`src/rtl/booth_pkg.sv`:
```
package booth_pkg;

    typedef enum logic [1:0] {
        BOOTH_NOP = 2'd0,
        BOOTH_ADD = 2'd1,
        BOOTH_SUB = 2'd2
    } booth_op_e;

    typedef struct packed {
        logic load;
        logic step;
        logic last;
    } booth_ctrl_s;

    // pair = {current multiplier bit, bit to its right}
    function automatic booth_op_e booth_decode(input logic cur, input logic right);
        case ({cur, right})
            2'b10:   return BOOTH_SUB;
            2'b01:   return BOOTH_ADD;
            default: return BOOTH_NOP;
        endcase
    endfunction

endpackage

```
`src/rtl/booth_recoder.sv`:
```
module booth_recoder
    import booth_pkg::*;
(
    input  logic      cur_bit,
    input  logic      right_bit,
    output booth_op_e op
);
    always_comb begin
        op = booth_decode(cur_bit, right_bit);
    end
endmodule

```
`src/rtl/booth_addsub.sv`:
```
module booth_addsub
    import booth_pkg::*;
#(
    parameter int N = 32
) (
    input  logic [N-1:0] acc,
    input  logic [N-1:0] mcand,
    input  booth_op_e    op,
    output logic [N-1:0] sum,
    output logic         ext
);
    logic [N-1:0] operand_b;
    logic         carry_in;
    logic [N:0]   raw;

    always_comb begin
        operand_b = (op == BOOTH_SUB) ? ~mcand : mcand;
        carry_in  = (op == BOOTH_SUB);
        raw       = {1'b0, acc} + {1'b0, operand_b} + {{N{1'b0}}, carry_in};
        if (op == BOOTH_NOP) begin
            sum = acc;
            ext = acc[N-1];
        end else begin
            sum = raw[N-1:0];
            // true sign of the (N+1)-bit sign-extended sum
            ext = acc[N-1] ^ operand_b[N-1] ^ raw[N];
        end
    end
endmodule

```
`src/rtl/booth_ctrl.sv`:
```
module booth_ctrl
    import booth_pkg::*;
#(
    parameter int N = 32
) (
    input  logic        clk,
    input  logic        rst,
    input  logic        start,
    output logic        busy,
    output logic        done,
    output booth_ctrl_s ctl
);
    localparam int CW = (N > 1) ? $clog2(N) : 1;

    logic [CW-1:0] step_cnt;

    always_comb begin
        ctl.load = start && !busy;
        ctl.step = busy;
        ctl.last = busy && (step_cnt == CW'(N - 1));
    end

    always_ff @(posedge clk) begin
        if (rst) begin
            busy     <= 1'b0;
            done     <= 1'b0;
            step_cnt <= '0;
        end else begin
            done <= ctl.last;
            if (ctl.load) begin
                busy     <= 1'b1;
                step_cnt <= '0;
            end else if (ctl.last) begin
                busy     <= 1'b0;
                step_cnt <= '0;
            end else if (busy) begin
                step_cnt <= step_cnt + 1'b1;
            end
        end
    end
endmodule

```
`src/rtl/booth_mult.sv`:
```
module booth_mult
    import booth_pkg::*;
#(
    parameter int N = 32
) (
    input  logic           clk,
    input  logic           rst,
    input  logic           start,
    input  logic [N-1:0]   multiplicand,
    input  logic [N-1:0]   multiplier,
    output logic           busy,
    output logic           done,
    output logic [2*N-1:0] product
);
    localparam int RW = 2 * N + 1;

    booth_ctrl_s   ctl;
    booth_op_e     op;
    logic [RW-1:0] work;
    logic [N-1:0]  mcand_q;
    logic [N-1:0]  new_upper;
    logic          new_ext;

    booth_ctrl #(.N(N)) i_ctrl (
        .clk   (clk),
        .rst   (rst),
        .start (start),
        .busy  (busy),
        .done  (done),
        .ctl   (ctl)
    );

    booth_recoder i_rec (
        .cur_bit   (work[1]),
        .right_bit (work[0]),
        .op        (op)
    );

    booth_addsub #(.N(N)) i_alu (
        .acc   (work[RW-1:N+1]),
        .mcand (mcand_q),
        .op    (op),
        .sum   (new_upper),
        .ext   (new_ext)
    );

    always_ff @(posedge clk) begin
        if (rst) begin
            work    <= '0;
            mcand_q <= '0;
        end else if (ctl.load) begin
            work    <= {{N{1'b0}}, multiplier, 1'b0};
            mcand_q <= multiplicand;
        end else if (ctl.step) begin
            work    <= {new_ext, new_upper, work[N:1]};
        end
    end

    assign product = work[RW-1:1];
endmodule

```
`config.mk`:
```
export PLATFORM = sky130hd
export DESIGN_NAME = booth_mult
export DESIGN_NICKNAME = d
export VERILOG_FILES = /design/src/rtl/booth_pkg.sv /design/src/rtl/booth_recoder.sv /design/src/rtl/booth_addsub.sv /design/src/rtl/booth_ctrl.sv /design/src/rtl/booth_mult.sv
export SDC_FILE = /design/constraint.sdc
export NUM_CORES = 1
export LEC_CHECK = 0
export ABC_AREA = 1
export BUFFER_PORTS_ARGS = -buffer_cell sky130_fd_sc_hd__clkbuf_2
export CAP_MARGIN = 20
export CELL_PAD_IN_SITES_DETAIL_PLACEMENT = 0
export CELL_PAD_IN_SITES_GLOBAL_PLACEMENT = 1
export CORE_UTILIZATION = 40
export DETAILED_ROUTE_END_ITERATION = 10
export HOLD_SLACK_MARGIN = 0.03
export PLACE_DENSITY_LB_ADDON = 0.1
export SYNTH_ARGS = -nofsm -noshare
export SYNTH_HDL_FRONTEND = slang
export SYNTH_SLANG_ARGS = --single-unit
```
`constraint.sdc`:
```
create_clock -name clk -period 5 [get_ports clk]
set_clock_uncertainty 0.1 [all_clocks]
set_input_delay 0.5 -clock clk [delete_from_list [all_inputs] [get_ports clk]]
set_output_delay 0.5 -clock clk [all_outputs]
set_load 0.01 [all_outputs]
```
==> run summary, run 1 <==
### Status
- **status** finished clean

### Setup path
- **required time of the critical path** 5.16 ns
- **crit start category** flop
- **worst reg2reg setup slack** 1.61 ns
- **Setup CP Type** reg -> reg
- **r2r startpoint** work[1]
- **Critical Path Sink Type** flop
- **Crit Reg-Reg Endpoint** work[64]
- **maximum net fanout on the critical path** 31
- **data arrival time of the critical path** 3.55 ns
- **logic depth of the worst register-to-register path** 13

### Logic synthesis
- **flip-flop cell with the highest count after synthesis** dfxtp_1
- **Post-Synthesis Cell Area** 0.00685 mm2
- **fraction of registers with async set or reset after synthesis** 0%
- **portion of the post-synthesis area used by sequential elements** 30.4%
- **number of synthesized flops with an enable pin** 0
- **number of nets in the synthesized netlist** 1216
- **mean post-synth cell area** 6.17 um2
- **post-synthesis instance total** 1111
- **library cells used by synthesis** 36
- **#FFs+latches synth** 104
- **number of warnings reported in the yosys synthesis log** 0

### Floorplan
- **area of the core** 0.0166 mm2
- **die extent in x** 133 um
- **cell row count** 47
- **Die Footprint** 0.0177 mm2
- **Die Span Y** 133 um
- **number of ports placed on the die boundary** 133
- **starting utilization of the core area** 41.2%

### STA
- **Post-Route Setup TNS** 0 ns
- **Highest Clock Rate** 0.295 GHz
- **Hold Violations, Final** 0
- **worst-case hold slack** 0.289 ns
- **clock period minus worst slack** 3.39 ns
- **Worst Max-Slew Pin Slew** 0.990 ns
- **Pins Over Slew Limit** 0
- **Final setup violation count** 0
- **Max-slew headroom** 34.0%
- **unrepaired setup endpoints after global routing** false
- **Final period util** 67.8%

### Cells and area
- **most common library cell in the layout ignoring fill and taps** nand2_1
- **Total Nets Final** 1324
- **fraction of final layout cells with drive strength greater than 1** 14.7%
- **most used cells in the layout excluding fill and tap cells** nand2_1 (350), nor2_1 (154), clkbuf_2 (132), inv_1 (124), dfxtp_1 (103)
- **area of all placed cells without fillers** 0.00797 mm2
- **number of diodes added for antenna fixing** 0
- **final core area utilization** 47.9%
- **area growth from synthesis to final layout** 16.3%

### Clock tree
- **count of buffers added by post-CTS timing repair for setup** 0
- **TritonCTS Buffers** 9
- **CTS sink count** 104
- **Clock Pin Slew Worst Setup and Hold Paths** 0.08 ns
- **buffer levels on the longest clock path** 2
- **hold bufs inserted after CTS** 0
- **clock latency of the later-clocked register in the worst-skew pair** 0.35 ns
- **H-tree depth** 3
- **TritonCTS clock tree** done
- **Resize count post-CTS** 0
- **cell at the root of the clock tree** clkbuf_16

### Global routing
- **overall track demand over capacity in global routing** 23.8%
- **pin count of the biggest net entering global routing** 59
- **global-route wire length before repair** 33300 um
- **total congestion overflow after global routing** 0
- **vias in the first global route** 6495
- **number of antenna violations at the first check in global routing** 0

### Route
- **final wirelength** 20300 um
- **average wire length per cell after detail routing** 14.0 um
- **DRC marker count from the first detailed-route iteration** 435
- **overall via count from detail_route** 6907
- **ANT nets after route** 0
- **vias per inst** 4.78
- **number of iterations in the first detailed-routing pass** 6
- **Remaining DRCs** 0

### Pwr
- **maximum resistive drop on vdd** 174 uV
- **Final Total Pwr** 0.00211 W
- **power density over the cells** 264 mW/mm2
- **Leak** 4.21 nW

### Hold path
- **worst min-delay path category** in -> reg
- **hold-critical path endpoint** mcand_q[28]
- **Hold Path Cell Cnt** 3
- **Hold Crit Start** multiplicand[28]

### Placed design
- **post-placement cell area** 0.00766 mm2
- **RD Place Congestion** 0.869
- **HPWL after DPL** 15400 um
- **Port-buffer cells** 132

### Job
- **max-cap check violation count** 0

per-stage QoR:
step	worst slack [ns]	instances
floorplan	2.50	1111
global route	1.31	1444
finish	1.61	1444
global placement	1.62	1428
detailed placement	1.60	1428
CTS	1.58	1444
state kept, by name (all words and copies together) (netlist names):
signal and count:
i_ctrl.step_cnt 5, i_ctrl.done 1, mcand_q 32, work 65
i_ctrl.busy 1
Yosys cell counts, types with 2 or more instances:
library cell,n,area (um2)
a21oi_1,73,365
a21oi_2,2,17.5
a31oi_1,2,12.5
buf_1,7,26.3
buf_2,6,30.0
clkbuf_1,27,101
clkbuf_8,2,27.5
clkinv_1,2,7.51
dfxtp_1,104,2080
ha_1,37,463
inv_1,124,465
inv_2,3,11.3
nand2_1,350,1310
nand2_2,7,43.8
nand3_1,69,345
nand3_2,2,20.0
nand3b_1,2,15.0
nor2_1,155,582
nor2_2,4,25.0
nor3_1,5,25.0
o211ai_1,5,37.5
o21ai_0,63,315
o21ai_1,3,15.0
o21bai_1,3,22.5
xnor2_1,5,43.8
xor2_1,39,342
final cells by class:
type,count,area (um2)
Timing Repair Buffer,140,721
Multi-Input combinational cell,835,4100
Clock inverter,5,62.6
Clock buffer,11,243
Tap cell,220,275
Fill cell,1842,8670
Inverter,129,484
Sequential cell,104,2080
critical path, cell delays in order, from the launching register on:
cell	delay (ns)
dfxtp_1	0.40
ha_2	0.88
xor2_1	0.28
ha_1	0.44
a21oi_1	0.31
o21ai_0	0.15
a21oi_1	0.24
nor2_1	0.07
nor2_1	0.08
nand2_1	0.07
nand2_1	0.06
nand2_1	0.04
o21ai_1	0.12
inv_1	0.05
cells by family (layout without fill, tap and decap cells):
group / Yosys count / count (layout) / synth area share (%)
buffers and inverters: 172 / 285 / 9.88
AOI/OAI and AO/OA: 153 / 153 / 11.8
DFF: 104 / 104 / 30.4
and+or+nand+nor: 600 / 600 / 35.3
adders and majority gates: 38 / 38 / 7.05
xor gates and xnor gates: 44 / 44 / 5.62
how the worst max path moves through the flow:
stage	from	end	slack, ns	depth (start not counted)
6_report	work[1]	work[64]	1.61	13
5_1_grt	work[1]	work[61]	1.31	13
4_1_cts	work[1]	work[64]	1.58	13
3_5_place_dp	work[1]	work[64]	1.60	13
3_3_place_gp	work[1]	work[64]	1.62	13
2_1_floorplan	work[1]	work[64]	2.50	15
report_power, final:
part           switching (W)  leakage (nW)  internal (W)
clock               0.000348         0.148      0.000408
sequential         0.0000399         0.852      0.000872
combinational       0.000279          3.21      0.000158
routing by layer:
| layer | global-route usage [%] | vias to the layer above | wire length [um] |
|---|---|---|---|
| met1 | 32.5 | 3043 | 9860 |
| met5 | 0 | - | 0 |
| li1 | - | 3693 | - |
| met2 | 38.0 | 154 | 8910 |
| met4 | 5.68 | 0 | 243 |
| met3 | 5.17 | 17 | 1260 |
(Power assumes the default switching activity.)
==> run 2, diff against run 1 <==
--- a/config.mk
+++ b/config.mk
@@ -10,7 +10,7 @@
 export CAP_MARGIN = 20
 export CELL_PAD_IN_SITES_DETAIL_PLACEMENT = 0
 export CELL_PAD_IN_SITES_GLOBAL_PLACEMENT = 1
-export CORE_UTILIZATION = 40
+export CORE_UTILIZATION = 35
 export DETAILED_ROUTE_END_ITERATION = 10
 export HOLD_SLACK_MARGIN = 0.03
 export PLACE_DENSITY_LB_ADDON = 0.1
==> constraint.sdc (replaced) <==
create_clock -name clk -period 2.95 [get_ports clk]
set_clock_uncertainty 0.1 [all_clocks]
set_input_delay 0.295 -clock clk [delete_from_list [all_inputs] [get_ports clk]]
set_output_delay 0.295 -clock clk [all_outputs]
set_load 0.01 [all_outputs]
==> run summary, run 2 (synthesis results as in run 1) <==
### Clock tree
- **CTS sink count** 104, unchanged
- **clock latency of the later-clocked register in the worst-skew pair** 0.36 ns, about the same
- **H-tree depth** 3, unchanged
- **buffer levels on the longest clock path** 2, unchanged
- **cell at the root of the clock tree** clkbuf_16
- **Clock Pin Slew Worst Setup and Hold Paths** 0.08 ns, about the same
- **TritonCTS clock tree** done
- **TritonCTS Buffers** 9, unchanged

### STA
- **Hold Violations, Final** 0, unchanged
- **Post-Route Setup TNS** 0 ns, unchanged
- **Pins Over Slew Limit** 0, unchanged
- **Final setup violation count** 0, unchanged
- **unrepaired setup endpoints after global routing** true
- **clock period minus worst slack** 2.73 ns, -0.662 ns
- **Highest Clock Rate** 0.367 GHz, +24%
- **Final period util** 92.5%, +25 points
- **Max-slew headroom** 54.9%, +21 points
- **Worst Max-Slew Pin Slew** 0.676 ns, -0.314 ns

### Floorplan
- **Die Span Y** 142 um, +6.8%
- **die extent in x** 142 um, +6.8%
- **number of ports placed on the die boundary** 133, unchanged
- **starting utilization of the core area** 36.2%, -5.0 points
- **cell row count** 50, +6.4%
- **Die Footprint** 0.0201 mm2, +14%
- **area of the core** 0.0190 mm2, +14%

### Cells and area
- **register name with the most flops** work
- **Largest register FFs** 65, unchanged
- **area growth from synthesis to final layout** 18.7%
- **Total Nets Final** 1329, +0.38%
- **top flop regs** work: 65 flops, mcand_q: 32 flops, i_ctrl.step_cnt: 5 flops
- **fraction of final layout cells with drive strength greater than 1** 16.2%, +1.5 points
- **most used cells in the layout excluding fill and tap cells** nand2_1 (347), nor2_1 (154), clkbuf_2 (132), inv_1 (124), dfxtp_1 (103)
- **number of diodes added for antenna fixing** 0, unchanged
- **most common library cell in the layout ignoring fill and taps** nand2_1
- **non-filler cells in the finished layout** 1489, +3.1%

### Setup path
- **cell type with the highest occurrence count on the critical path** nand2_1
- **crit start category** flop
- **maximum net fanout on the critical path** 19, -39%
- **Setup CP Type** reg -> reg
- **Critical Path Sink Type** flop
- **cell-by-cell trace of the critical path** inv_1 -> ha_2 -> buf_12 -> xor2_1 -> ha_1 -> nand2_1 -> nand2_1 -> inv_1 -> o21ai_0 -> a21oi_1 -> nand2_2 -> nand2_1 -> nand2_1 -> nand2_1 -> nand3_1 -> nand2_1 -> a21oi_2
- **required time of the critical path** 3.09 ns, -2.07 ns
- **data arrival time of the critical path** 2.86 ns, -0.69 ns
- **standard cell with the maximum stage delay on the critical path** ha_1
- **worst stage delay on the critical path** 0.31 ns, -0.57 ns
- **logic depth of the worst register-to-register path** 17, +4

### Status
- **status** finished clean

### Global routing
- **number of antenna violations at the first check in global routing** 1, +1
- **overall track demand over capacity in global routing** 22.2%, -1.6 points
- **global-route wire length before repair** 34900 um, +4.7%
- **pin count of the biggest net entering global routing** 64, +8.5%
- **vias in the first global route** 6694, +3.1%
- **total congestion overflow after global routing** 0, unchanged

### Placed design
- **placed cell count** 1473, +3.2%
- **Port-buffer cells** 132, unchanged
- **RD Place Congestion** 0.887, +2.0%
- **HPWL after DPL** 16400 um, +6.7%

### Route
- **Remaining DRCs** 0, unchanged
- **average wire length per cell after detail routing** 14.4 um, +2.5%
- **ANT nets after route** 0, unchanged
- **DRC marker count from the first detailed-route iteration** 360, -17%
- **final wirelength** 21400 um, +5.6%
- **vias per inst** 4.71, -1.6%
- **overall via count from detail_route** 7010, +1.5%
- **number of iterations in the first detailed-routing pass** 4, -2

### Hold path
- **Hold Path Cell Cnt** 3, unchanged
- **worst min-delay path category** in -> reg

### Pwr
- **Final Total Pwr** 0.00362 W, +72%
- **maximum resistive drop on vdd** 256 uV, +47%
- **power density over the cells** 445 mW/mm2, +68%
- **Leak** 4.25 nW, +1.1%

### Job
- **max-cap check violation count** 0, unchanged

## run 2: cell types whose count changed in the layout (fill, tap and decap cells not counted), moves of 2 or more
cell and change:
a21oi_1 -8, a21oi_2 +8, buf_4 +4, clkinv_4 +2, clkinv_8 +2, nand2_1 -3, nand2_2 +3, xor2_1 -2
xor2_2 +2
## run 2: what timing repair did
item                                    in CTS  in global routing
buffers inserted                             0                  0
hold buffers                                 0                  0
endpoints found under the setup margin       0                 11
resized for setup                            0                 14
## run 2: critical path: cells and delay by family, from the launching register on
kind / cells / cell delay (ns)
flops: 1 / 0.30
compound gates: 3 / 0.34
buf+inv: 3 / 0.33
xor+xnor: 1 / 0.29
simple gates: 8 / 0.69
fa+ha+maj: 2 / 0.52
## run 2: power breakdown
group          switching (W)  leakage, nW  internal, W  total, W
combinational       0.000482         3.25     0.000277  0.000759
sequential         0.0000710        0.852      0.00148   0.00155
clock               0.000629        0.156     0.000679   0.00131
total                0.00118         4.25      0.00244   0.00362
## run 2: routing by layer
layer | GRT usage (%) | routed length [um]
met1 | 30.2 | 10500
met2 | 34.2 | 9210
met3 | 5.70 | 1300
met4 | 7.07 | 411
met5 | 0 | 12
## run 2: cell type report
cell class / count / area, um2
Clock inverter: 7 / 93.8
Sequential cell: 104 / 2080
Inverter: 129 / 484
Tap cell: 260 / 325
Timing Repair Buffer: 145 / 771
Fill cell: 2103 / 10800
Multi-Input combinational cell: 835 / 4150
Clock buffer: 9 / 225
## run 2: path summary, 6_finish.rpt
check | startpoint | to | slack, ns
worst max-delay path | work[0] | work[54] | 0.22
worst min-delay path | multiplicand[28] | mcand_q[28] | 0.09
worst max register to register | work[0] | work[54] | 0.22
worst min register to register | i_ctrl.step_cnt[4] | i_ctrl.step_cnt[4] | 0.37
## run 2: metrics by stage
stage | area (um2) | util [%] | hold WS [ns] | setup WS, ns
floorplan | 6850 | - | 0.264 | 0.454
finish | 8130 | 42.9 | 0.0858 | 0.222
global route | 8130 | 42.9 | 0.0905 | -0.00196
detailed placement | 7760 | 41.0 | 0.359 | 0.167
global placement | 7760 | 41.0 | 0.357 | 0.163
CTS | 8080 | 42.6 | 0.0742 | 0.156
==> run 3, diff against run 2 <==
--- a/config.mk
+++ b/config.mk
@@ -14,6 +14,7 @@
 export DETAILED_ROUTE_END_ITERATION = 10
 export HOLD_SLACK_MARGIN = 0.03
 export PLACE_DENSITY_LB_ADDON = 0.1
+export REMOVE_ABC_BUFFERS = 1
 export SYNTH_ARGS = -nofsm -noshare
 export SYNTH_HDL_FRONTEND = slang
 export SYNTH_SLANG_ARGS = --single-unit
==> run summary, run 3 (synthesis results as in run 1) <==
### Status
- **status** finished clean

### Setup path
- **maximum net fanout on the critical path** 16, -3
- **required time of the critical path** 3.10 ns, about the same
- **Critical Path Sink Type** flop
- **logic depth of the worst register-to-register path** 15, -2
- **crit start category** flop
- **Setup CP Type** reg -> reg
- **data arrival time of the critical path** 2.88 ns, +0.02 ns

### Cells and area
- **Register Area** 0.00208 mm2, unchanged
- **most common library cell in the layout ignoring fill and taps** nand2_1
- **fraction of final layout cells with drive strength greater than 1** 15.7%, -0.51 points
- **non-filler cells in the finished layout** 1491, +0.13%
- **total area of multi-input combinational cells** 0.00412 mm2, -0.81%
- **Total Nets Final** 1332, +0.23%
- **number of diodes added for antenna fixing** 0, unchanged
- **top flop regs** work: 65 flops, mcand_q: 32 flops, i_ctrl.step_cnt: 5 flops
- **fill cell total of the finished layout** 2143, +1.9%
- **most used cells in the layout excluding fill and tap cells** nand2_1 (350), nor2_1 (154), clkbuf_2 (132), inv_1 (124), dfxtp_1 (103)
- **area growth from synthesis to final layout** 18.5%
- **Largest register FFs** 65, unchanged
- **register name with the most flops** work
- **final core area utilization** 42.8%, -0.086 points

### STA
- **Max-slew headroom** 51.9%, -3.1 points
- **Pins Over Slew Limit** 0, unchanged
- **unrepaired setup endpoints after global routing** false
- **clock period minus worst slack** 2.73 ns, +0.00187 ns
- **Worst Max-Slew Pin Slew** 0.722 ns, +0.0459 ns
- **Hold Violations, Final** 0, unchanged
- **Final setup violation count** 0, unchanged
- **Final period util** 92.5%, about the same
- **Highest Clock Rate** 0.366 GHz, about the same
- **Post-Route Setup TNS** 0 ns, unchanged

### Clock tree
- **Resize count post-CTS** 0, unchanged
- **CTS sink count** 104, unchanged
- **count of buffers added by post-CTS timing repair for setup** 0, unchanged
- **hold bufs inserted after CTS** 0, unchanged
- **Clock Pin Slew Worst Setup and Hold Paths** 0.07 ns, about the same
- **TritonCTS clock tree** done
- **H-tree depth** 3, unchanged
- **cell at the root of the clock tree** clkbuf_16
- **clock latency of the later-clocked register in the worst-skew pair** 0.36 ns, about the same
- **TritonCTS Buffers** 9, unchanged
- **buffer levels on the longest clock path** 2, unchanged

### Route
- **average wire length per cell after detail routing** 13.6 um, -5.3%
- **Remaining DRCs** 0, unchanged
- **overall via count from detail_route** 6833, -2.5%
- **final wirelength** 20300 um, -5.2%
- **DRC marker count from the first detailed-route iteration** 293, -19%
- **number of iterations in the first detailed-routing pass** 4, unchanged
- **vias per inst** 4.58, -2.7%
- **ANT nets after route** 0, unchanged

### Floorplan
- **area of the core** 0.0190 mm2, unchanged
- **die extent in x** 142 um, unchanged
- **Die Footprint** 0.0201 mm2, unchanged
- **Die Span Y** 142 um, unchanged
- **starting utilization of the core area** 36.2%, unchanged
- **number of ports placed on the die boundary** 133, unchanged
- **cell row count** 50, unchanged

### Placed design
- **RD Place Congestion** 0.923, +4.0%
- **Port-buffer cells** 132, unchanged
- **placed cell count** 1476, +0.20%
- **HPWL after DPL** 15100 um, -8.0%

### Global routing
- **number of antenna violations at the first check in global routing** 0, -1
- **pin count of the biggest net entering global routing** 64, unchanged
- **vias in the first global route** 6619, -1.1%
- **total congestion overflow after global routing** 0, unchanged
- **global-route wire length before repair** 33600 um, -3.7%
- **overall track demand over capacity in global routing** 21.1%, -1.1 points

### Pwr
- **power density over the cells** 439 mW/mm2, -1.2%
- **maximum resistive drop on vdd** 262 uV, +2.5%
- **Leak** 4.26 nW, +0.23%

### Hold path
- **Hold Path Cell Cnt** 2, -1
- **worst min-delay path category** in -> reg

### Job
- **max-cap check violation count** 0, unchanged

[run 3: metal layers]
metal  global-route usage (%)  wire length (um)  up-vias
met4                     4.98               263        0
met3                     5.10              1260       20
met1                     29.1             10100     2967
met5                        0                 0        -
li1                         -                 -     3702
met2                     33.0              8670      144
[run 3: critical path: stages (launching register included)]
cell	delay [ns]
dfxtp_1	0.30
inv_1	0.09
ha_2	0.24
buf_12	0.19
xor2_1	0.23
ha_1	0.28
a21oi_1	0.23
o21ai_0	0.18
a21oi_1	0.18
nand2_2	0.14
nand2_1	0.13
nand2_1	0.06
nand2_1	0.05
nand3_1	0.06
nand2_1	0.11
a21oi_2	0.05
[run 3: final timing paths]
path	startpoint	end	slack, ns
worst max-delay path	work[0]	work[54]	0.22
worst min-delay path	rst	i_ctrl.done	0.06
worst max register to register	work[0]	work[54]	0.22
worst min register to register	i_ctrl.step_cnt[4]	i_ctrl.step_cnt[4]	0.38
[run 3: power by group]
part | total [W] | switching [W] | leakage [nW] | internal, W
clock | 0.00128 | 0.000606 | 0.148 | 0.000671
combinational | 0.000748 | 0.000469 | 3.26 | 0.000279
sequential | 0.00154 | 0.0000612 | 0.852 | 0.00148
[run 3: through the flow]
step | hold slack, ns | worst slack, ns | instance area (um2) | power, W
after CTS | 0.0588 | 0.198 | 8100 | 0.00362
final | 0.0646 | 0.221 | 8120 | 0.00356
after global placement | 0.359 | 0.220 | 7800 | 0.00233
after floorplan | 0.264 | -0.806 | 6660 | 0.00206
after detailed placement | 0.365 | 0.211 | 7800 | 0.00232
after global routing | 0.0753 | 0.0117 | 8120 | 0.00378
[run 3: layout make-up]
cell class                 instances  share of cell area (%)
tap                              260                    4.01
multi-input combinational        835                    50.7
clock inverter                     6                   0.940
clock buffer                       9                    2.77
timing repair buffer             148                    9.93
sequential                       104                    25.7
inverter                         129                    5.96
